<file path="src/rtl/mw_eeprom_pkg.sv">
package mw_eeprom_pkg;

    typedef enum logic [2:0] {
        ST_IDLE,
        ST_CMD,
        ST_ADDR,
        ST_DATA,
        ST_GAP
    } mw_state_e;

    // start bit, then read opcode, MSB first on the wire
    localparam int          CMD_BITS = 3;
    localparam logic [1:0]  RD_OPC   = 2'b10;

endpackage

</file>
<file path="src/rtl/mw_sk_gen.sv">
module mw_sk_gen #(
    parameter int DIV = 8
) (
    input  logic clk,
    input  logic rst_n,
    input  logic run_i,
    output logic sk_o,
    output logic last_o
);
    localparam int PH_W = $clog2(DIV);
    localparam int HALF = DIV / 2;

    logic [PH_W-1:0] ph_d, ph_q;

    always_comb begin
        ph_d = ph_q;
        if (!run_i || ph_q == PH_W'(DIV - 1)) begin
            ph_d = '0;
        end else begin
            ph_d = ph_q + PH_W'(1);
        end
    end

    always_ff @(posedge clk) begin
        if (!rst_n) begin
            ph_q <= '0;
        end else begin
            ph_q <= ph_d;
        end
    end

    assign sk_o   = run_i && (ph_q >= PH_W'(HALF));
    assign last_o = run_i && (ph_q == PH_W'(DIV - 1));

endmodule

</file>
<file path="src/rtl/mw_gap_timer.sv">
module mw_gap_timer #(
    parameter int CYCLES = 16
) (
    input  logic clk,
    input  logic rst_n,
    input  logic load_i,
    output logic expire_o
);
    localparam int CW = $clog2(CYCLES);

    logic [CW-1:0] cnt_d, cnt_q;
    logic          act_d, act_q;

    always_comb begin
        cnt_d = cnt_q;
        act_d = act_q;
        if (load_i) begin
            cnt_d = CW'(CYCLES - 1);
            act_d = 1'b1;
        end else if (act_q) begin
            if (cnt_q == '0) begin
                act_d = 1'b0;
            end else begin
                cnt_d = cnt_q - CW'(1);
            end
        end
    end

    always_ff @(posedge clk) begin
        if (!rst_n) begin
            cnt_q <= '0;
            act_q <= 1'b0;
        end else begin
            cnt_q <= cnt_d;
            act_q <= act_d;
        end
    end

    assign expire_o = act_q && (cnt_q == '0);

endmodule

</file>
<file path="src/rtl/mw_addr_pick.sv">
module mw_addr_pick #(
    parameter int AW   = 8,
    parameter int IX_W = 4
) (
    input  logic [AW-1:0]   addr_i,
    input  logic [IX_W-1:0] idx_i,
    output logic            bit_o
);
    always_comb begin
        bit_o = 1'b0;
        for (int i = 0; i < AW; i++) begin
            if (idx_i == IX_W'(i)) begin
                bit_o = addr_i[i];
            end
        end
    end
endmodule

</file>
<file path="src/rtl/mw_eeprom_reader.sv">
module mw_eeprom_reader
    import mw_eeprom_pkg::*;
#(
    parameter int CLK_DIV     = 8,
    parameter int MAX_AW      = 8,
    parameter int WORD_W      = 16,
    parameter int GAP_PERIODS = 2
) (
    input  logic                          clk,
    input  logic                          rst_n,
    input  logic                          start_i,
    input  logic [MAX_AW-1:0]             addr_i,
    output logic                          busy_o,
    output logic                          done_o,
    output logic                          err_o,
    output logic [WORD_W-1:0]             rdata_o,
    output logic [$clog2(MAX_AW+1)-1:0]   aw_o,
    output logic                          cs_o,
    output logic                          sk_o,
    output logic                          di_o,
    input  logic                          do_i
);
    localparam int AW_W    = $clog2(MAX_AW + 1);
    localparam int BC_MAX  = (WORD_W > MAX_AW) ? WORD_W : MAX_AW;
    localparam int BC_W    = $clog2(BC_MAX + 1);
    localparam int GAP_CYC = GAP_PERIODS * CLK_DIV;

    typedef struct packed {
        mw_state_e           st;
        logic [BC_W-1:0]     bitcnt;
        logic [WORD_W-1:0]   shreg;
        logic [MAX_AW-1:0]   addr;
        logic [AW_W-1:0]     aw;
        logic                detect;
        logic                err;
        logic                cs;
        logic                run;
        logic                di;
        logic                done;
        logic                done_err;
        logic [WORD_W-1:0]   rdata;
    } regs_t;

    regs_t r_d, r_q;

    logic            bit_last;
    logic            gap_expire;
    logic            gap_load;
    logic [AW_W-1:0] pick_idx;
    logic            pick_bit;

    mw_sk_gen #(.DIV(CLK_DIV)) u_sk (
        .clk    (clk),
        .rst_n  (rst_n),
        .run_i  (r_q.run),
        .sk_o   (sk_o),
        .last_o (bit_last)
    );

    mw_gap_timer #(.CYCLES(GAP_CYC)) u_gap (
        .clk      (clk),
        .rst_n    (rst_n),
        .load_i   (gap_load),
        .expire_o (gap_expire)
    );

    mw_addr_pick #(.AW(MAX_AW), .IX_W(AW_W)) u_pick (
        .addr_i (r_q.addr),
        .idx_i  (pick_idx),
        .bit_o  (pick_bit)
    );

    // index of the address bit to present next
    always_comb begin
        if (r_q.st == ST_ADDR) begin
            pick_idx = r_q.aw - AW_W'(2) - AW_W'(r_q.bitcnt);
        end else begin
            pick_idx = r_q.aw - AW_W'(1);
        end
    end

    always_comb begin
        r_d          = r_q;
        r_d.done     = 1'b0;
        r_d.done_err = 1'b0;
        case (r_q.st)
            ST_IDLE: begin
                if (start_i) begin
                    r_d.st     = ST_CMD;
                    r_d.cs     = 1'b1;
                    r_d.run    = 1'b1;
                    r_d.di     = 1'b1;
                    r_d.bitcnt = '0;
                    r_d.addr   = addr_i;
                    r_d.detect = (r_q.aw == '0);
                    r_d.err    = 1'b0;
                    r_d.shreg  = {RD_OPC, (WORD_W - 2)'(0)};
                end
            end
            ST_CMD: begin
                if (bit_last) begin
                    if (r_q.bitcnt == BC_W'(CMD_BITS - 1)) begin
                        r_d.st     = ST_ADDR;
                        r_d.bitcnt = '0;
                        r_d.shreg  = '0;
                        r_d.di     = r_q.detect ? 1'b0 : pick_bit;
                    end else begin
                        r_d.bitcnt = r_q.bitcnt + BC_W'(1);
                        r_d.di     = r_q.shreg[WORD_W-1];
                        r_d.shreg  = {r_q.shreg[WORD_W-2:0], 1'b0};
                    end
                end
            end
            ST_ADDR: begin
                if (bit_last) begin
                    if (r_q.detect) begin
                        if (!do_i) begin
                            r_d.aw     = AW_W'(r_q.bitcnt) + AW_W'(1);
                            r_d.st     = ST_DATA;
                            r_d.bitcnt = '0;
                            r_d.di     = 1'b0;
                        end else if (r_q.bitcnt == BC_W'(MAX_AW - 1)) begin
                            r_d.st  = ST_GAP;
                            r_d.cs  = 1'b0;
                            r_d.run = 1'b0;
                            r_d.err = 1'b1;
                            r_d.di  = 1'b0;
                        end else begin
                            r_d.bitcnt = r_q.bitcnt + BC_W'(1);
                            r_d.di     = 1'b0;
                        end
                    end else begin
                        if (r_q.bitcnt == BC_W'(r_q.aw) - BC_W'(1)) begin
                            r_d.st     = ST_DATA;
                            r_d.bitcnt = '0;
                            r_d.di     = 1'b0;
                        end else begin
                            r_d.bitcnt = r_q.bitcnt + BC_W'(1);
                            r_d.di     = pick_bit;
                        end
                    end
                end
            end
            ST_DATA: begin
                if (bit_last) begin
                    r_d.shreg = {r_q.shreg[WORD_W-2:0], do_i};
                    if (r_q.bitcnt == BC_W'(WORD_W - 1)) begin
                        r_d.st  = ST_GAP;
                        r_d.cs  = 1'b0;
                        r_d.run = 1'b0;
                    end else begin
                        r_d.bitcnt = r_q.bitcnt + BC_W'(1);
                    end
                end
            end
            ST_GAP: begin
                if (gap_expire) begin
                    r_d.st       = ST_IDLE;
                    r_d.done     = 1'b1;
                    r_d.done_err = r_q.err;
                    r_d.rdata    = r_q.err ? '0 : r_q.shreg;
                end
            end
            default: begin
                r_d.st = ST_IDLE;
            end
        endcase
    end

    assign gap_load = (r_q.st != ST_GAP) && (r_d.st == ST_GAP);

    always_ff @(posedge clk) begin
        if (!rst_n) begin
            r_q        <= '0;
            r_q.st     <= ST_IDLE;
        end else begin
            r_q <= r_d;
        end
    end

    assign busy_o  = (r_q.st != ST_IDLE);
    assign done_o  = r_q.done;
    assign err_o   = r_q.done_err;
    assign rdata_o = r_q.rdata;
    assign aw_o    = r_q.aw;
    assign cs_o    = r_q.cs;
    assign di_o    = r_q.di;

endmodule

</file>
<file path="config.mk">
export PLATFORM = sky130hd
export DESIGN_NAME = mw_eeprom_reader
export DESIGN_NICKNAME = d
export VERILOG_FILES = /design/src/rtl/mw_eeprom_pkg.sv /design/src/rtl/mw_sk_gen.sv /design/src/rtl/mw_gap_timer.sv /design/src/rtl/mw_addr_pick.sv /design/src/rtl/mw_eeprom_reader.sv
export SDC_FILE = /design/constraint.sdc
export NUM_CORES = 1
export LEC_CHECK = 0
export BUFFER_PORTS_ARGS = -buffer_cell sky130_fd_sc_hd__buf_2
export CAP_MARGIN = 15
export CORE_AREA = 2 2 58 115
export DETAILED_ROUTE_END_ITERATION = 10
export DIE_AREA = 0 0 60 117
export GPL_TIMING_DRIVEN = 0
export PLACE_DENSITY = 0.73
export SLEW_MARGIN = 5
export SYNTH_ARGS = -nofsm -noshare
export SYNTH_HDL_FRONTEND = slang
export SYNTH_SLANG_ARGS = --single-unit
</file>
<file path="constraint.sdc">
create_clock -name clk -period 3.17 [get_ports clk]
set_input_delay 0.317 -clock clk [delete_from_list [all_inputs] [get_ports clk]]
set_output_delay 0.317 -clock clk [all_outputs]
set_load 0.02 [all_outputs]
</file>
* Word level (Yosys, flattened, before mapping)
Cells that the tools add are included.
Storage, ports and cells: bits in registers 67, input bits 12, output and inout port bits 26, logic and storage cells 135
Operators by class: add/subtract/negate cells 8, order comparisons 1, equality and inequality tests 29, mux-type cells 50, bitwise gates (word level) 2, reductions and logical operators 29
Operators by type and width (count):
- two-way mux 24 bit | 2
- case mux 16 bit (3 select lines) | 1
- two-way mux 32 bit | 1
- two-way mux 3 bit | 8
- two-way mux 4 bit | 6
- two-way mux 8 bit | 3
- two-way mux 21 bit | 1
- case mux 5 bit (4 select lines) | 1
- two-way mux 18 bit | 1
- != test 2 bit, second input constant | 9
- == test 4 x 3 -> 1 bit, second input constant | 4
- two-way mux 1 bit | 16
- two-way mux 16 bit | 1
- two-way mux 5 bit | 3
- case mux 3 bit (5 select lines) | 1
- zero test 4 bit | 3
- AND reduction 4 bit | 3
- nonzero test 3 bit | 4
- == test 3 bit, second input constant | 3
- == test 4 x 2 -> 1 bit, second input constant | 2
- AND reduction 2 bit | 4
- AND reduction 8 bit | 1
- subtractor 4 x 1 -> 4 bit, second input constant | 2
- AND reduction 7 bit | 1
- 31 further kinds | 38

* Depth between registers and ports, before layout
depth in word-level cells 16, mapped depth 10, gate-level depth less buffers 10

* Hierarchy
Synthesis repeated with hierarchy kept, for this count alone.
Unflattened totals: cells, all modules 364, area, all modules 3308.2 µm²
Modules (own cells, without submodules):
- mw_eeprom_reader | instances 1, cells each 319, area each 2825.2 µm², seq. area each 1161.1 µm²
- mw_gap_timer | instances 1, cells each 27, area each 275.3 µm², seq. area each 100.1 µm²
- mw_sk_gen | instances 1, cells each 10, area each 133.9 µm², seq. area each 60.1 µm²
- mw_addr_pick | instances 1, cells each 8, area each 73.8 µm², seq. area each 0.0 µm²

* Least setup slack after synthesis
OpenSTA, ideal clock, no wires.
kind flip-flop to flip-flop, from reg r_q, in the netlist aw_o[1], to reg r_q, in the netlist di_o, setup time 0.128 ns, arrival 2.293 ns, required time 3.042 ns, path slack 0.748 ns, stages on the path, launching flop included 11, buffers on the path 0, period minus slack after synthesis 2.422 ns, path through dfxtp_1 -> inv_1 -> ha_1 -> inv_1 -> ha_1 -> fa_1 -> nor4b_2 -> a21o_1 -> mux2_4 -> o22ai_2 -> o41ai_2
Between the ends: longest elaborated chain between the ends 16, elaborated cells on any way between the ends 29, those cells by class 4 x add/sub; 8 x eq/ne; 16 x mux; 1 x reduce/logical
RTL lines:
- start: declaration | RTL line mw_eeprom_reader.sv:44 | regs_t r_d, r_q;
- start signal: assignment | RTL line mw_eeprom_reader.sv:177 | r_q <= r_d;
- subtractor 4 x 2 -> 4 bit | RTL line mw_eeprom_reader.sv:76 | pick_idx = r_q.aw - AW_W'(2) - AW_W'(r_q.bitcnt);
- subtractor 4 bit | RTL line mw_eeprom_reader.sv:76
- two-way mux 4 bit | RTL line mw_eeprom_reader.sv:75 | if (r_q.st == ST_ADDR) begin
- zero test 4 bit | RTL line mw_addr_pick.sv:12 | if (idx_i == IX_W'(i)) begin
- two-way mux 1 bit (8 in a row) | RTL line mw_addr_pick.sv:12
- two-way mux 1 bit, on equally long branches | RTL line mw_eeprom_reader.sv:133, mw_eeprom_reader.sv:106
- two-way mux 1 bit, on equally long branches | RTL line mw_eeprom_reader.sv:116, mw_eeprom_reader.sv:102
- two-way mux 4 bit or two-way mux 1 bit (tied branches) | RTL line mw_eeprom_reader.sv:115, mw_eeprom_reader.sv:101
- case mux 1 bit (3 select lines) (*) | RTL line mw_eeprom_reader.sv:86 | case (r_q.st)
Mark *: on every way between the ends. The rest lies on a longest branch, timed or not. The select of a mux whose other input is x is not followed. A chain may end at the register's enable or synchronous reset.

* Final worst setup path
from reg r_q, in the netlist aw_o[0], to reg r_q, in the netlist di_o
Same word-level chain as after synthesis.

==> results.py <==
metrics = {
    "setup_path": {
        "cp-start-kind": "flip-flop",
        "path_cells": "inv_1 > ha_1 > inv_1 > ha_1 > fa_1 > nor4b_2 > a21o_1 > mux2i_1 > a211o_1 > o41ai_2",
        "required_ns": 3.40,
        "worstSetupEndpointType": "flip-flop",
        "slowest_stage": "dfxtp_1",
        "critPathMaxFanout": 6,
        "worstSetupPathType": "flip-flop to flip-flop",
        "max_stage_delay_ns": 0.44,
        "arrival_ns": 2.95,
    },
    "drt": {
        "dr.pass1.iters": 4,
        "post_drt_wl_per_cell_um": 15.4,
        "vias": 2856,
        "wl_met2_um": 3920,
        "drc": 0,
        "ant_nets": 0,
        "viasPerCell": 5.59,
        "drtIter0Drc": 135,
        "wirelength_met1_um": 3420,
        "routed_wl_um": 7850,
        "dr_wl_met3_um": 342,
        "routed.top_layer": "met4",
    },
    "synth": {
        "synth-edff-count": 0,
        "ys_top_cells_by_area": "dfxtp_1 (38%), a22o_1 (5.3%), buf_4 (4.8%)",
        "synth_async_sr_flop_share_pct": 0,
        "synth_common_cells": "dfxtp_1 (66), nand2_1 (35), nor2b_1 (24)",
        "netlist_instances": 372,
        "netlist_area_mm2": 0.00346,
        "synth_top_area_cell": "dfxtp_1",
        "ys_seq_area_share_pct": 38.2,
        "yosys_warnings": 0,
        "synthesis.nets": 396,
        "synth.distinct_cells": 65,
        "avgSynthCellArea_um2": 9.29,
        "synth_ff_type": "dfxtp_1",
        "synth-seq-cells": 66,
        "synth_top_area_share_pct": 38.2,
        "yosys.cell_count.top_type": "dfxtp_1",
    },
    "floorplan": {
        "die_h_um": 117,
        "die_area_mm2": 0.00702,
        "start_util_pct": 55.7,
        "die_w_um": 60,
        "num_io_pins": 38,
        "core_area_mm2": 0.00621,
        "core.rowCount": 41,
    },
    "sta": {
        "fin_skew_ns": 0.00601,
        "rsz0062_at_grt": "false",
        "slew_headroom_pct": 59.1,
        "slew_viol_final": 0,
        "hold_violations": 0,
        "period_needed_ns": 2.72,
        "setup_viol": 0,
        "tightest_slew_ns": 0.612,
        "tns_ns": 0,
        "max_freq_ghz": 0.368,
        "fin_crit_sh_pct": 85.8,
    },
    "global_route": {
        "gr-usage-all-layers_pct": 25.0,
        "first_global_vias": 2728,
        "grt_max_degree": 13,
        "grt_antenna_before_repair": 0,
        "grt_pass1_wl_um": 13200,
        "grt_overflow_total": 0,
    },
    "clock_network": {
        "clock_latency_ns": 0.33,
        "clk_pin_slew_worst_paths_ns": 0.06,
        "cts_num_sinks": 66,
        "cts_hold_buf": 0,
        "numCtsBuffers": 9,
        "clockRootBuffer": "clkbuf_16",
        "cts_setup_buffers": 0,
        "cts_buffer_depth": 2,
        "cts_tree": "done",
        "cts_max_level": 3,
        "cts_resized": 0,
    },
    "worst_hold_path": {
        "min_path_type": "input port to flip-flop",
    },
    "power_and_ir_drop": {
        "p_int_mw": 1.68,
        "power_leakage_nw": 1.73,
        "pwr-share-clk_pct": 54.6,
        "power_frac_seq_pct": 40.2,
        "power.share.switching_pct": 20.9,
        "pwr-share-comb_pct": 5.2,
        "p_switching_uw": 442,
        "power.density_mw_per_mm2": 517,
        "peakVddDrop_uv": 417,
    },
    "finish": {
        "area_growth_pct": 18.6,
        "drive_gt1_share_pct": 24.5,
        "antenna_cells": 0,
        "nFillCells": 526,
        "fin_util_pct": 66.1,
        "final_nets": 444,
    },
    "run_status": {
        "status": "complete, no violations",
    },
    "flow_run": {
        "maxCapViolations": 0,
    },
    "placed_design": {
        "gp_congestion": 0.903,
        "port_buffers": 37,
        "detailed_place_hpwl_um": 5790,
    },
}
[final timing paths]
kind / from / endpoint / slack, ns / depth (start not counted)
max: aw_o[0] / di_o / 0.45 / 10
min: addr_i[6] / r_q[33] / 0.22 / 3
max reg2reg: aw_o[0] / di_o / 0.45 / 10
min reg2reg: u_sk.ph_q[0] / u_sk.ph_q[0] / 0.43 / 1
[critical path: cells and delay by family (launching register included)]
family / cells / cell delay [ns]
buffers and inverters: 2 / 0.19
muxes: 1 / 0.12
DFF: 1 / 0.44
AOI/OAI and AO/OA: 3 / 0.75
adders and majority gates: 3 / 0.82
and+or+nand+nor: 1 / 0.30
[routing by layer]
metal	track usage (%)	vias up
met3	5.82	14
li1	-	1410
met1	31.2	1357
met4	12.4	0
met2	39.6	75
met5	0	-
[cells in the final DEF, fill, tap and decap left out, drive strengths merged, types with 3 or more instances in the layout]
cell type / count
nor2: 12
nor2b: 24
nor3b: 7
a21oi: 8
inv: 15
nand2: 35
o21ai: 8
ha: 11
nand3: 7
or3b: 4
a22o: 21
bufinv: 3
buf: 68
a21boi: 16
o211a: 4
and3: 3
dfxtp: 66
clkbuf: 21
a22oi: 16
a21o: 4
nor3: 8
mux2i: 3
and2: 7
a31oi: 4
xnor2: 9
[cell type report]
cell class / instances / area, um^2 / share of cell area (%)
buffer: 42 / 259 / 6.32
sequential: 66 / 1320 / 32.2
clock buffer: 10 / 239 / 5.83
multi-input combinational: 250 / 1820 / 44.5
clock inverter: 6 / 113 / 2.75
timing repair buffer: 37 / 185 / 4.52
inverter: 14 / 52.6 / 1.28
tap: 86 / 108 / 2.62
[power by group through the flow]
stage | clock [mW] | combinational, mW | sequential, mW
after CTS | 1.17 | 0.110 | 0.851
after floorplan | 0 | 0.0731 | 0.868
after global placement | 0 | 0.106 | 0.868
after global routing | 1.21 | 0.122 | 0.852
after detailed placement | 0 | 0.110 | 0.869
final | 1.16 | 0.111 | 0.851
[cell families after synthesis]
group                      count (synthesis)  share of synthesized area (%)
buffers and inverters                     56                           9.02
DFF                                       66                           38.2
xor gates and xnor gates                  11                           2.79
and+or+nand+nor                          121                           20.9
muxes                                      5                           1.63
adders and majority gates                 12                           4.56
AOI/OAI and AO/OA                        101                           22.9
[sequential cells by signal, summed over array words and instances (netlist names)]
name,count
rdata_o,16
di_o,1
cs_o,1
u_gap.cnt_q,4
err_o,1
u_gap.act_q,1
r_q,34
aw_o,4
done_o,1
u_sk.ph_q,3
[per-stage QoR]
step	cell area, um^2	total power, mW	setup slack (ns)	std cells	hold slack [ns]
3_5_place_dp	3750	0.979	0.481	495	0.440
2_1_floorplan	3460	0.942	0.748	372	0.406
3_3_place_gp	3750	0.974	0.522	495	0.413
6_report	4100	2.12	0.449	511	0.217
5_1_grt	4100	2.18	0.375	511	0.229
4_1_cts	4100	2.13	0.470	511	0.218
Note: power is estimated with default switching activity, not from simulation.
